**src/rtl/gpt_pkg.sv**
```systemverilog
package gpt_pkg;
  // Register byte offsets
  localparam logic [31:0] OFF_CFG     = 32'h00;
  localparam logic [31:0] OFF_MODE_A  = 32'h04;
  localparam logic [31:0] OFF_MODE_B  = 32'h08;
  localparam logic [31:0] OFF_CTRL    = 32'h0C;
  localparam logic [31:0] OFF_MASK    = 32'h18;
  localparam logic [31:0] OFF_RAW     = 32'h1C;
  localparam logic [31:0] OFF_MIS     = 32'h20;
  localparam logic [31:0] OFF_CLR     = 32'h24;
  localparam logic [31:0] OFF_LOAD_A  = 32'h28;
  localparam logic [31:0] OFF_LOAD_B  = 32'h2C;
  localparam logic [31:0] OFF_MATCH_A = 32'h30;
  localparam logic [31:0] OFF_MATCH_B = 32'h34;
  localparam logic [31:0] OFF_PRE0    = 32'h38;
  localparam logic [31:0] OFF_VAL_A   = 32'h48;
  localparam logic [31:0] OFF_VAL_B   = 32'h4C;

  // Bit positions
  localparam int CTL_EN       = 0;
  localparam int CTL_TRIG     = 5;
  localparam int MODE_ONESHOT = 0;
  localparam int ST_TIMEOUT   = 0;
  localparam int ST_RTC       = 3;

  localparam logic [31:0] MASK_WRITABLE = 32'h77;
  localparam int unsigned CFG_SPLIT_MIN = 4;

  typedef enum logic [1:0] {
    KIND_DOWN,
    KIND_RTC,
    KIND_RSVD,
    KIND_SPLIT
  } gpt_kind_e;
endpackage

```
**src/rtl/gpt_regs.sv**
```systemverilog
module gpt_regs
  import gpt_pkg::*;
#(
  parameter int ADDR_W = 8,
  parameter int DW     = 32,
  parameter int N_PRE  = 4
) (
  input  logic              clk,
  input  logic              rst_n,
  input  logic [ADDR_W-1:0] addr,
  input  logic              wen,
  input  logic [DW-1:0]     wdata,
  output logic [DW-1:0]     rdata,
  input  logic              hw_stop,
  input  logic [DW-1:0]     raw_status,
  input  logic [DW-1:0]     rtc_val,
  output gpt_kind_e         kind,
  output logic              en,
  output logic              trig_en,
  output logic              oneshot,
  output logic              start,
  output logic [DW-1:0]     load_val,
  output logic [DW-1:0]     match_val,
  output logic [DW-1:0]     mask,
  output logic              clr_wr,
  output logic [DW-1:0]     clr_val
);
  localparam int HW = DW / 2;

  logic [31:0]   a32;
  logic          wide;
  logic [DW-1:0] cfg_q,  cfg_d;
  logic [DW-1:0] mda_q,  mda_d;
  logic [DW-1:0] mdb_q,  mdb_d;
  logic [DW-1:0] ctl_q,  ctl_d;
  logic [DW-1:0] msk_q,  msk_d;
  logic [HW-1:0] ldl_q,  ldl_d;
  logic [HW-1:0] ldh_q,  ldh_d;
  logic [HW-1:0] mtl_q,  mtl_d;
  logic [HW-1:0] mth_q,  mth_d;
  logic [DW-1:0] pre_vec [N_PRE];

  assign a32  = 32'(addr);
  assign wide = (cfg_q < DW'(CFG_SPLIT_MIN));

  // Next-state for the register bank
  always_comb begin
    cfg_d = cfg_q;
    mda_d = mda_q;
    mdb_d = mdb_q;
    ctl_d = ctl_q;
    msk_d = msk_q;
    ldl_d = ldl_q;
    ldh_d = ldh_q;
    mtl_d = mtl_q;
    mth_d = mth_q;
    if (wen) begin
      case (a32)
        OFF_CFG:    cfg_d = wdata;
        OFF_MODE_A: mda_d = wdata;
        OFF_MODE_B: mdb_d = wdata;
        OFF_CTRL:   ctl_d = wdata;
        OFF_MASK:   msk_d = wdata & DW'(MASK_WRITABLE);
        OFF_LOAD_A: begin
          ldl_d = wdata[HW-1:0];
          if (wide) ldh_d = wdata[DW-1:HW];
        end
        OFF_LOAD_B: ldh_d = wdata[HW-1:0];
        OFF_MATCH_A: begin
          mtl_d = wdata[HW-1:0];
          if (wide) mth_d = wdata[DW-1:HW];
        end
        OFF_MATCH_B: mth_d = wdata[HW-1:0];
        default: ;
      endcase
    end
    // one-shot completion drops the enable unless software writes control now
    if (hw_stop && !(wen && a32 == OFF_CTRL)) ctl_d[CTL_EN] = 1'b0;
  end

  always_ff @(posedge clk or negedge rst_n) begin
    if (!rst_n) begin
      cfg_q <= '0;
      mda_q <= '0;
      mdb_q <= '0;
      ctl_q <= '0;
      msk_q <= '0;
      ldl_q <= '0;
      ldh_q <= '0;
      mtl_q <= '0;
      mth_q <= '0;
    end else begin
      cfg_q <= cfg_d;
      mda_q <= mda_d;
      mdb_q <= mdb_d;
      ctl_q <= ctl_d;
      msk_q <= msk_d;
      ldl_q <= ldl_d;
      ldh_q <= ldh_d;
      mtl_q <= mtl_d;
      mth_q <= mth_d;
    end
  end

  // Prescale words: storage only
  for (genvar gi = 0; gi < N_PRE; gi++) begin : g_pre
    logic [DW-1:0] pre_q;
    logic          pre_we;
    assign pre_we = wen && (a32 == OFF_PRE0 + 32'(4 * gi));
    always_ff @(posedge clk or negedge rst_n) begin
      if (!rst_n)      pre_q <= '0;
      else if (pre_we) pre_q <= wdata;
    end
    assign pre_vec[gi] = pre_q;
  end

  // Mode decode
  always_comb begin
    if (cfg_q == '0)          kind = KIND_DOWN;
    else if (cfg_q == DW'(1)) kind = KIND_RTC;
    else if (!wide)           kind = KIND_SPLIT;
    else                      kind = KIND_RSVD;
  end

  assign en        = ctl_q[CTL_EN];
  assign trig_en   = ctl_q[CTL_TRIG];
  assign oneshot   = mda_q[MODE_ONESHOT];
  assign start     = wen && (a32 == OFF_CTRL) && wdata[CTL_EN] && !ctl_q[CTL_EN];
  assign load_val  = {ldh_q, ldl_q};
  assign match_val = {mth_q, mtl_q};
  assign mask      = msk_q;
  assign clr_wr    = wen && (a32 == OFF_CLR);
  assign clr_val   = wdata;

  // Read mux
  always_comb begin
    rdata = '0;
    case (a32)
      OFF_CFG:     rdata = cfg_q;
      OFF_MODE_A:  rdata = mda_q;
      OFF_MODE_B:  rdata = mdb_q;
      OFF_CTRL:    rdata = ctl_q;
      OFF_MASK:    rdata = msk_q;
      OFF_RAW:     rdata = raw_status;
      OFF_MIS:     rdata = raw_status & msk_q;
      OFF_CLR:     rdata = '0;
      OFF_LOAD_A:  rdata = {(wide ? ldh_q : {HW{1'b0}}), ldl_q};
      OFF_LOAD_B:  rdata = {{HW{1'b0}}, ldh_q};
      OFF_MATCH_A: rdata = {(wide ? mth_q : {HW{1'b0}}), mtl_q};
      OFF_MATCH_B: rdata = {{HW{1'b0}}, mth_q};
      OFF_VAL_A:   rdata = (kind == KIND_RTC) ? rtc_val : '0;
      OFF_VAL_B:   rdata = '0;
      default:     rdata = '0;
    endcase
    for (int i = 0; i < N_PRE; i++) begin
      if (a32 == OFF_PRE0 + 32'(4 * i)) rdata = pre_vec[i];
    end
  end


  oneshot_stop_chk: assert property (@(posedge clk) disable iff (!rst_n)
    (hw_stop && !(wen && a32 == OFF_CTRL)) |=> !ctl_q[CTL_EN]);


  mask_keep_chk: assert property (@(posedge clk) disable iff (!rst_n)
    (wen && a32 == OFF_MASK) |=> ((msk_q & ~DW'(MASK_WRITABLE)) == '0));
endmodule

```
**src/rtl/gpt_count.sv**
```systemverilog
module gpt_count
  import gpt_pkg::*;
#(
  parameter int DW = 32
) (
  input  logic          clk,
  input  logic          rst_n,
  input  gpt_kind_e     kind,
  input  logic          en,
  input  logic          trig_en,
  input  logic          oneshot,
  input  logic          start,
  input  logic [DW-1:0] load_val,
  input  logic [DW-1:0] match_val,
  input  logic          sec_tick,
  output logic          timeout,
  output logic          hw_stop,
  output logic          rtc_wrap,
  output logic [DW-1:0] rtc_val,
  output logic          trig
);
  logic [DW-1:0] cnt_q, cnt_d;
  logic [DW-1:0] rtc_q, rtc_d, rtc_inc;
  logic          trig_q, trig_d;
  logic          run_down;
  logic          rtc_step;

  // Down-counter
  assign run_down = (kind == KIND_DOWN) && en && !start;
  assign timeout  = run_down && (cnt_q == '0);
  assign hw_stop  = timeout && oneshot;

  always_comb begin
    cnt_d = cnt_q;
    if (start)         cnt_d = load_val;
    else if (timeout)  cnt_d = load_val;
    else if (run_down) cnt_d = cnt_q - DW'(1);
  end

  // Real-time counter
  assign rtc_step = (kind == KIND_RTC) && en && sec_tick;
  assign rtc_inc  = rtc_q + DW'(1);

  always_comb begin
    rtc_d = rtc_q;
    if (rtc_step) rtc_d = (rtc_inc > match_val) ? '0 : rtc_inc;
  end

  assign rtc_wrap = rtc_step && (rtc_d == '0);
  assign trig_d   = timeout && trig_en;

  always_ff @(posedge clk or negedge rst_n) begin
    if (!rst_n) begin
      cnt_q  <= '0;
      rtc_q  <= '0;
      trig_q <= 1'b0;
    end else begin
      cnt_q  <= cnt_d;
      rtc_q  <= rtc_d;
      trig_q <= trig_d;
    end
  end

  assign rtc_val = rtc_q;
  assign trig    = trig_q;


  count_step_chk: assert property (@(posedge clk) disable iff (!rst_n)
    (run_down && cnt_q != '0) |=> (cnt_q == $past(cnt_q) - DW'(1)));


  rtc_step_chk: assert property (@(posedge clk) disable iff (!rst_n)
    rtc_step |=> (rtc_q == '0 || rtc_q == $past(rtc_q) + DW'(1)));


  rtc_hold_chk: assert property (@(posedge clk) disable iff (!rst_n)
    !rtc_step |=> $stable(rtc_q));
endmodule

```
**src/rtl/gpt_status.sv**
```systemverilog
module gpt_status #(
  parameter int DW = 32
) (
  input  logic          clk,
  input  logic          rst_n,
  input  logic [DW-1:0] set_vec,
  input  logic          clr_wr,
  input  logic [DW-1:0] clr_val,
  input  logic [DW-1:0] mask,
  output logic [DW-1:0] raw,
  output logic          irq
);
  logic [DW-1:0] raw_q, raw_d, clr_eff;

  assign clr_eff = clr_wr ? clr_val : '0;

  always_comb begin
    raw_d = (raw_q & ~clr_eff) | set_vec;
  end

  always_ff @(posedge clk or negedge rst_n) begin
    if (!rst_n) raw_q <= '0;
    else        raw_q <= raw_d;
  end

  assign raw = raw_q;
  assign irq = |(raw_q & mask);


  hw_wins_chk: assert property (@(posedge clk) disable iff (!rst_n)
    (set_vec != '0) |=> ((raw_q & $past(set_vec)) == $past(set_vec)));


  irq_src_chk: assert property (@(posedge clk) disable iff (!rst_n)
    irq |-> (raw_q != '0));
endmodule

```
**src/rtl/gp_timer_top.sv**
```systemverilog
module gp_timer_top
  import gpt_pkg::*;
#(
  parameter int ADDR_W = 8,
  parameter int DW     = 32,
  parameter int N_PRE  = 4
) (
  input  logic              clk,
  input  logic              rst_n,
  input  logic [ADDR_W-1:0] bus_addr,
  input  logic              bus_wen,
  input  logic [DW-1:0]     bus_wdata,
  output logic [DW-1:0]     bus_rdata,
  input  logic              sec_tick,
  output logic              irq,
  output logic              adc_trig
);
  gpt_kind_e     kind;
  logic          en, trig_en, oneshot, start;
  logic [DW-1:0] load_val, match_val, mask;
  logic          clr_wr;
  logic [DW-1:0] clr_val;
  logic          timeout, hw_stop, rtc_wrap;
  logic [DW-1:0] rtc_val, raw, set_vec;

  gpt_regs #(.ADDR_W(ADDR_W), .DW(DW), .N_PRE(N_PRE)) u_regs (
    .clk(clk), .rst_n(rst_n), .addr(bus_addr), .wen(bus_wen), .wdata(bus_wdata),
    .rdata(bus_rdata), .hw_stop(hw_stop), .raw_status(raw), .rtc_val(rtc_val),
    .kind(kind), .en(en), .trig_en(trig_en), .oneshot(oneshot), .start(start),
    .load_val(load_val), .match_val(match_val), .mask(mask),
    .clr_wr(clr_wr), .clr_val(clr_val)
  );

  gpt_count #(.DW(DW)) u_count (
    .clk(clk), .rst_n(rst_n), .kind(kind), .en(en), .trig_en(trig_en),
    .oneshot(oneshot), .start(start), .load_val(load_val), .match_val(match_val),
    .sec_tick(sec_tick), .timeout(timeout), .hw_stop(hw_stop),
    .rtc_wrap(rtc_wrap), .rtc_val(rtc_val), .trig(adc_trig)
  );

  always_comb begin
    set_vec             = '0;
    set_vec[ST_TIMEOUT] = timeout;
    set_vec[ST_RTC]     = rtc_wrap;
  end

  gpt_status #(.DW(DW)) u_status (
    .clk(clk), .rst_n(rst_n), .set_vec(set_vec), .clr_wr(clr_wr),
    .clr_val(clr_val), .mask(mask), .raw(raw), .irq(irq)
  );


  trig_raw_chk: assert property (@(posedge clk) disable iff (!rst_n)
    adc_trig |-> raw[ST_TIMEOUT]);
endmodule

```
**config.mk**
```make
export PLATFORM = sky130hd
export DESIGN_NAME = gp_timer_top
export DESIGN_NICKNAME = d
export VERILOG_FILES = /design/src/rtl/gpt_pkg.sv /design/src/rtl/gpt_regs.sv /design/src/rtl/gpt_count.sv /design/src/rtl/gpt_status.sv /design/src/rtl/gp_timer_top.sv
export SDC_FILE = /design/constraint.sdc
export NUM_CORES = 1
export LEC_CHECK = 0
export BUFFER_PORTS_ARGS = -buffer_cell sky130_fd_sc_hd__buf_2
export CORE_AREA = 2 2 178 354
export CTS_CLUSTER_DIAMETER = 120
export DETAILED_ROUTE_END_ITERATION = 8
export DIE_AREA = 0 0 180 356
export PLACE_DENSITY = 0.55
export RECOVER_POWER = 50
export SLEW_MARGIN = 20
export SYNTH_ARGS = -nofsm -noshare
export SYNTH_HDL_FRONTEND = slang
export SYNTH_SLANG_ARGS = --single-unit
export TNS_END_PERCENT = 10
```
**constraint.sdc**
```tcl
create_clock -name clk -period 4.29 [get_ports clk]
set_clock_uncertainty 0.2 [all_clocks]
set_input_delay 0.2145 -clock clk [delete_from_list [all_inputs] [get_ports clk]]
set_output_delay 0.2145 -clock clk [all_outputs]
set_load 0.02 [all_outputs]
```
==> impl_metrics.tcl <==
set metrics [dict create \
    worst_hold_path.endpoint "u_regs.mask[0]$_DFFE_PN0P_" \
    vdd_drop_max_mv 0.316 \
    synth.distinct_cells 75 \
    result_of_the_run "finished with violations" \
    placeableCoreArea_um2 61500 \
    areaGrowthSynthToFinish_pct 16.6 \
    timing.critical_path.slowest_cell_delay_ps 470 \
    drt-pass1-iter-count 9 \
    grt_pass1_wl_um 109000 \
    cp_data_required_time_ps 3880 \
    finalWeightedCongestion 0.938 \
    dr.first_iter.drc_count 1270 \
    dp.final_hpwl_um 50400 \
    dieHeight_um 356 \
    mappedNetlistArea_um2 21300 \
    gr-total-overflow 0 \
    async_reset_ff_share_pct 100 \
    pre_cts_slack_ps -18.5 \
    share_of_the_yosys_chip_area_belonging_to_registers_pct 49.7 \
    grt_util_all_layers_pct 22.3 \
    number_of_antenna_violating_nets_in_the_routed_design 0 \
    worst_case_clock_buffer_depth 3 \
    count_of_filler_cells_inserted_in_the_layout 5977 \
    cts.sink_count 423 \
    slowest_stage "sky130_fd_sc_hd__nor4_1" \
    routed-via-count 16800 \
    die_w_um 180 \
    first_global_vias 16600 \
    final_worst_path_period_need_ps 4160 \
    cts.htree.levels 2 \
    highest_clock_rate_mhz 240 \
    grt_max_degree 106 \
    power.density_cell_area_nw_per_um2 401 \
    tritoncts.num_buffers 44 \
    antenna_violations_before_repair 0 \
    drive_gt1_share_pct 27.6 \
    timing.rr.end "u_count.rtc_val[25]$_DFF_PN0_" \
    setup_ws_ps 129 \
    worstPathArrival_ps 3750 \
    tightest_slew_ps 2790 \
    ff2ff_path_depth 13 \
    violations "max-capacitance violations, max-slew violations" \
    timing.max_cap.violations 1 \
    setup.worst_path.start_class "flip-flop" \
    synth_enable_flop_cells 0 \
    critPathMaxFanout 32 \
    hold_wc_path_type "input port to flip-flop" \
    setup.worst_path.end_class "output pin" \
    synthesis.area_per_instance_um2 10.7 \
    mappedNetlistNets 2061 \
    wl_per_cell_um 25.0 \
    via_per_inst 5.79 \
    placement_rows 129 \
    fin_crit_sh_pct 97.0 \
    synth-seq-cells 423 \
    ys.flop_type "sky130_fd_sc_hd__dfrtp_1" \
    clkLatencyLatePin_ps 580 \
    net_total_in_the_final_layout 2154 \
    boundaryPins 78 \
    static_power_due_to_leakage_uw 0.0116 \
    antenna_cells 0 \
    final-max-slew-violation-count 104 \
    totalWireLength_um 72300 \
    startpoint_of_the_lowest_slack_register_to_register_path "u_count.rtc_val[7]$_DFF_PN0_" \
    clock-root-buffer "sky130_fd_sc_hd__clkbuf_16" \
    warnings_synthesis 0 \
    worstHoldStart "bus_wen" \
    final_hold_viol_count 0 \
    maxSlewHeadroom_pct -85.7 \
    kind_of_critical_path "flip-flop to output pin" \
    initial_core_util_pct 34.6 \
    dieArea_um2 64100 \
    crit_chain "nor4_1, nand4_1, buf_4, or2_2, nor4_2, buf_12, a222oi_1, a31oi_1, a221o_1, buf_2" \
    r2r_slack_ps 230 \
    synthesis.instances 1983 \
    place.port_buffers 77 \
    postLayoutCoreUtil_pct 40.4 \
    drt_drc_violations_left 0 \
    hold_depth 3 \
    power_uw 9960 \
    cts.reportedPaths.clkPinSlew_ps 70 \
    cts_tree "yes" \
    finalSetupViolCount 0 \
]
per-stage QoR:
stage	setup TNS, ps	std cells	cell area (µm²)	hold WS, ps
3_3_place_gp	0	2782	22900	165
2_1_floorplan	0	1983	21300	-281
5_1_grt	-34.2	2895	24800	143
3_5_place_dp	-27.9	2782	22900	160
6_report	0	2895	24800	129
4_1_cts	0	2894	24800	77.5
registers in the layout, summed over array words and instances, names as in the netlist:
register and count:
u_regs.mdb_q 32, u_regs.mask 6, u_regs.ldl_q 16, u_regs.ctl_q 32, u_regs.mda_q 32, u_regs.cfg_q 32, u_regs.g_pre.pre_q 128, u_regs.mtl_q 16
u_regs.ldh_q 16, u_count.cnt_q 32, u_count.rtc_val 32, u_status.raw 32, u_count.trig 1, u_regs.mth_q 16
area by class of cell:
| cell class | count | area (µm²) | area share, % |
|---|---|---|---|
| sequential | 423 | 10600 | 42.6 |
| multi-input combinational | 1340 | 9970 | 40.2 |
| clock buffer | 61 | 1330 | 5.35 |
| inverter | 60 | 225 | 0.907 |
| clock inverter | 18 | 241 | 0.973 |
| tap | 786 | 983 | 3.96 |
| timing repair buffer | 207 | 1500 | 6.03 |
kinds of logic (layout without fill, tap and decap cells):
kind of cell	Yosys count	after routing	share of synthesized area, %
buffers and inverters	220	346	4.25
and+or+nand+nor	485	485	10.9
adders and majority gates	34	34	2.00
AOI/OAI and AO/OA	478	478	15.5
xor gates and xnor gates	28	28	1.15
DFF	423	423	49.7
muxes	315	315	16.5
placed cells by master, fill, tap and decap left out, drive strengths merged, types with 32 or more instances in the layout:
master       netlist  layout
dfrtp            423     423
nor2              91      91
dlygate4sd3        0      33
inv               60      61
o21ai            121     121
nand4             39      39
buf               38     167
mux2i             32      32
ha                34      34
a21oi             62      62
nand3             35      35
mux2             283     283
clkbuf           122      68
nand2            206     206
a22oi             85      85
synthesized netlist by cell type (all sizes together) (9+ instances only):
master | n | area share, %
a21boi | 30 | 1.1
xnor2 | 21 | 0.86
o22ai | 18 | 0.53
nand4 | 39 | 1.2
a22o | 9 | 0.37
a222oi | 31 | 1.5
nor2 | 91 | 1.6
nand3 | 35 | 0.82
a22oi | 85 | 3.0
ha | 34 | 2.0
nor4 | 30 | 0.94
a21oi | 62 | 1.5
a221o | 26 | 1.2
dfrtp | 423 | 50
or3 | 12 | 0.35
nor3 | 18 | 0.42
mux2 | 283 | 15
o21ai | 121 | 2.8
a31oi | 24 | 0.70
clkbuf | 122 | 2.2
o31ai | 17 | 0.66
or2 | 10 | 0.29
mux2i | 32 | 1.5
nand2 | 206 | 3.6
a221oi | 19 | 0.78
buf | 38 | 0.98
inv | 60 | 1.1
where the power goes:
group / switching [µW] / internal [µW] / leakage, µW
Clock: 1710 / 2470 / 0.000771
Sequential: 295 / 4260 / 0.00582
Combinational: 739 / 484 / 0.00500
worst max-delay path by stage:
stage	start	slack, ps	cells past startpoint	endpoint
floorplan	u_count.rtc_val[8]$_DFF_PN0_	300	16	u_count.rtc_val[0]$_DFF_PN0_
global placement	u_count.rtc_val[9]$_DFF_PN0_	60	16	u_count.rtc_val[20]$_DFF_PN0_
detailed placement	u_count.rtc_val[7]$_DFF_PN0_	-20	15	u_status.raw[3]$_DFF_PN0_
CTS	u_count.rtc_val[7]$_DFF_PN0_	40	16	u_count.rtc_val[20]$_DFF_PN0_
global route	u_count.rtc_val[7]$_DFF_PN0_	-30	14	u_count.rtc_val[26]$_DFF_PN0_
finish	u_regs.cfg_q[9]$_DFFE_PN0P_	130	10	bus_rdata[23]
layer usage:
layer	wire length [µm]	share of wire, %	global-route usage (%)	vias up
li1	-	-	-	7508
met4	2970	4.1	8.65	0
met2	34500	48	36.8	593
met5	0	0	0	-
met3	3920	5.4	2.73	119
met1	31000	43	29.7	8536
worst max-delay path: cells and delay by family (launching register included):
| family | cells | cell delay (ps) |
|---|---|---|
| flops | 1 | 390 |
| buf+inv | 3 | 630 |
| simple gates | 4 | 1400 |
| compound gates | 3 | 720 |
repair_timing:
action	4_1_cts	5_1_grt
setup buffers	0	1
setup endpoints to repair	3	25
hold endpoints to repair	344	0
hold buffers	33	0
resized for setup	1	6
pin swaps	0	1
No activity file was read; power rests on OpenSTA's default activity.
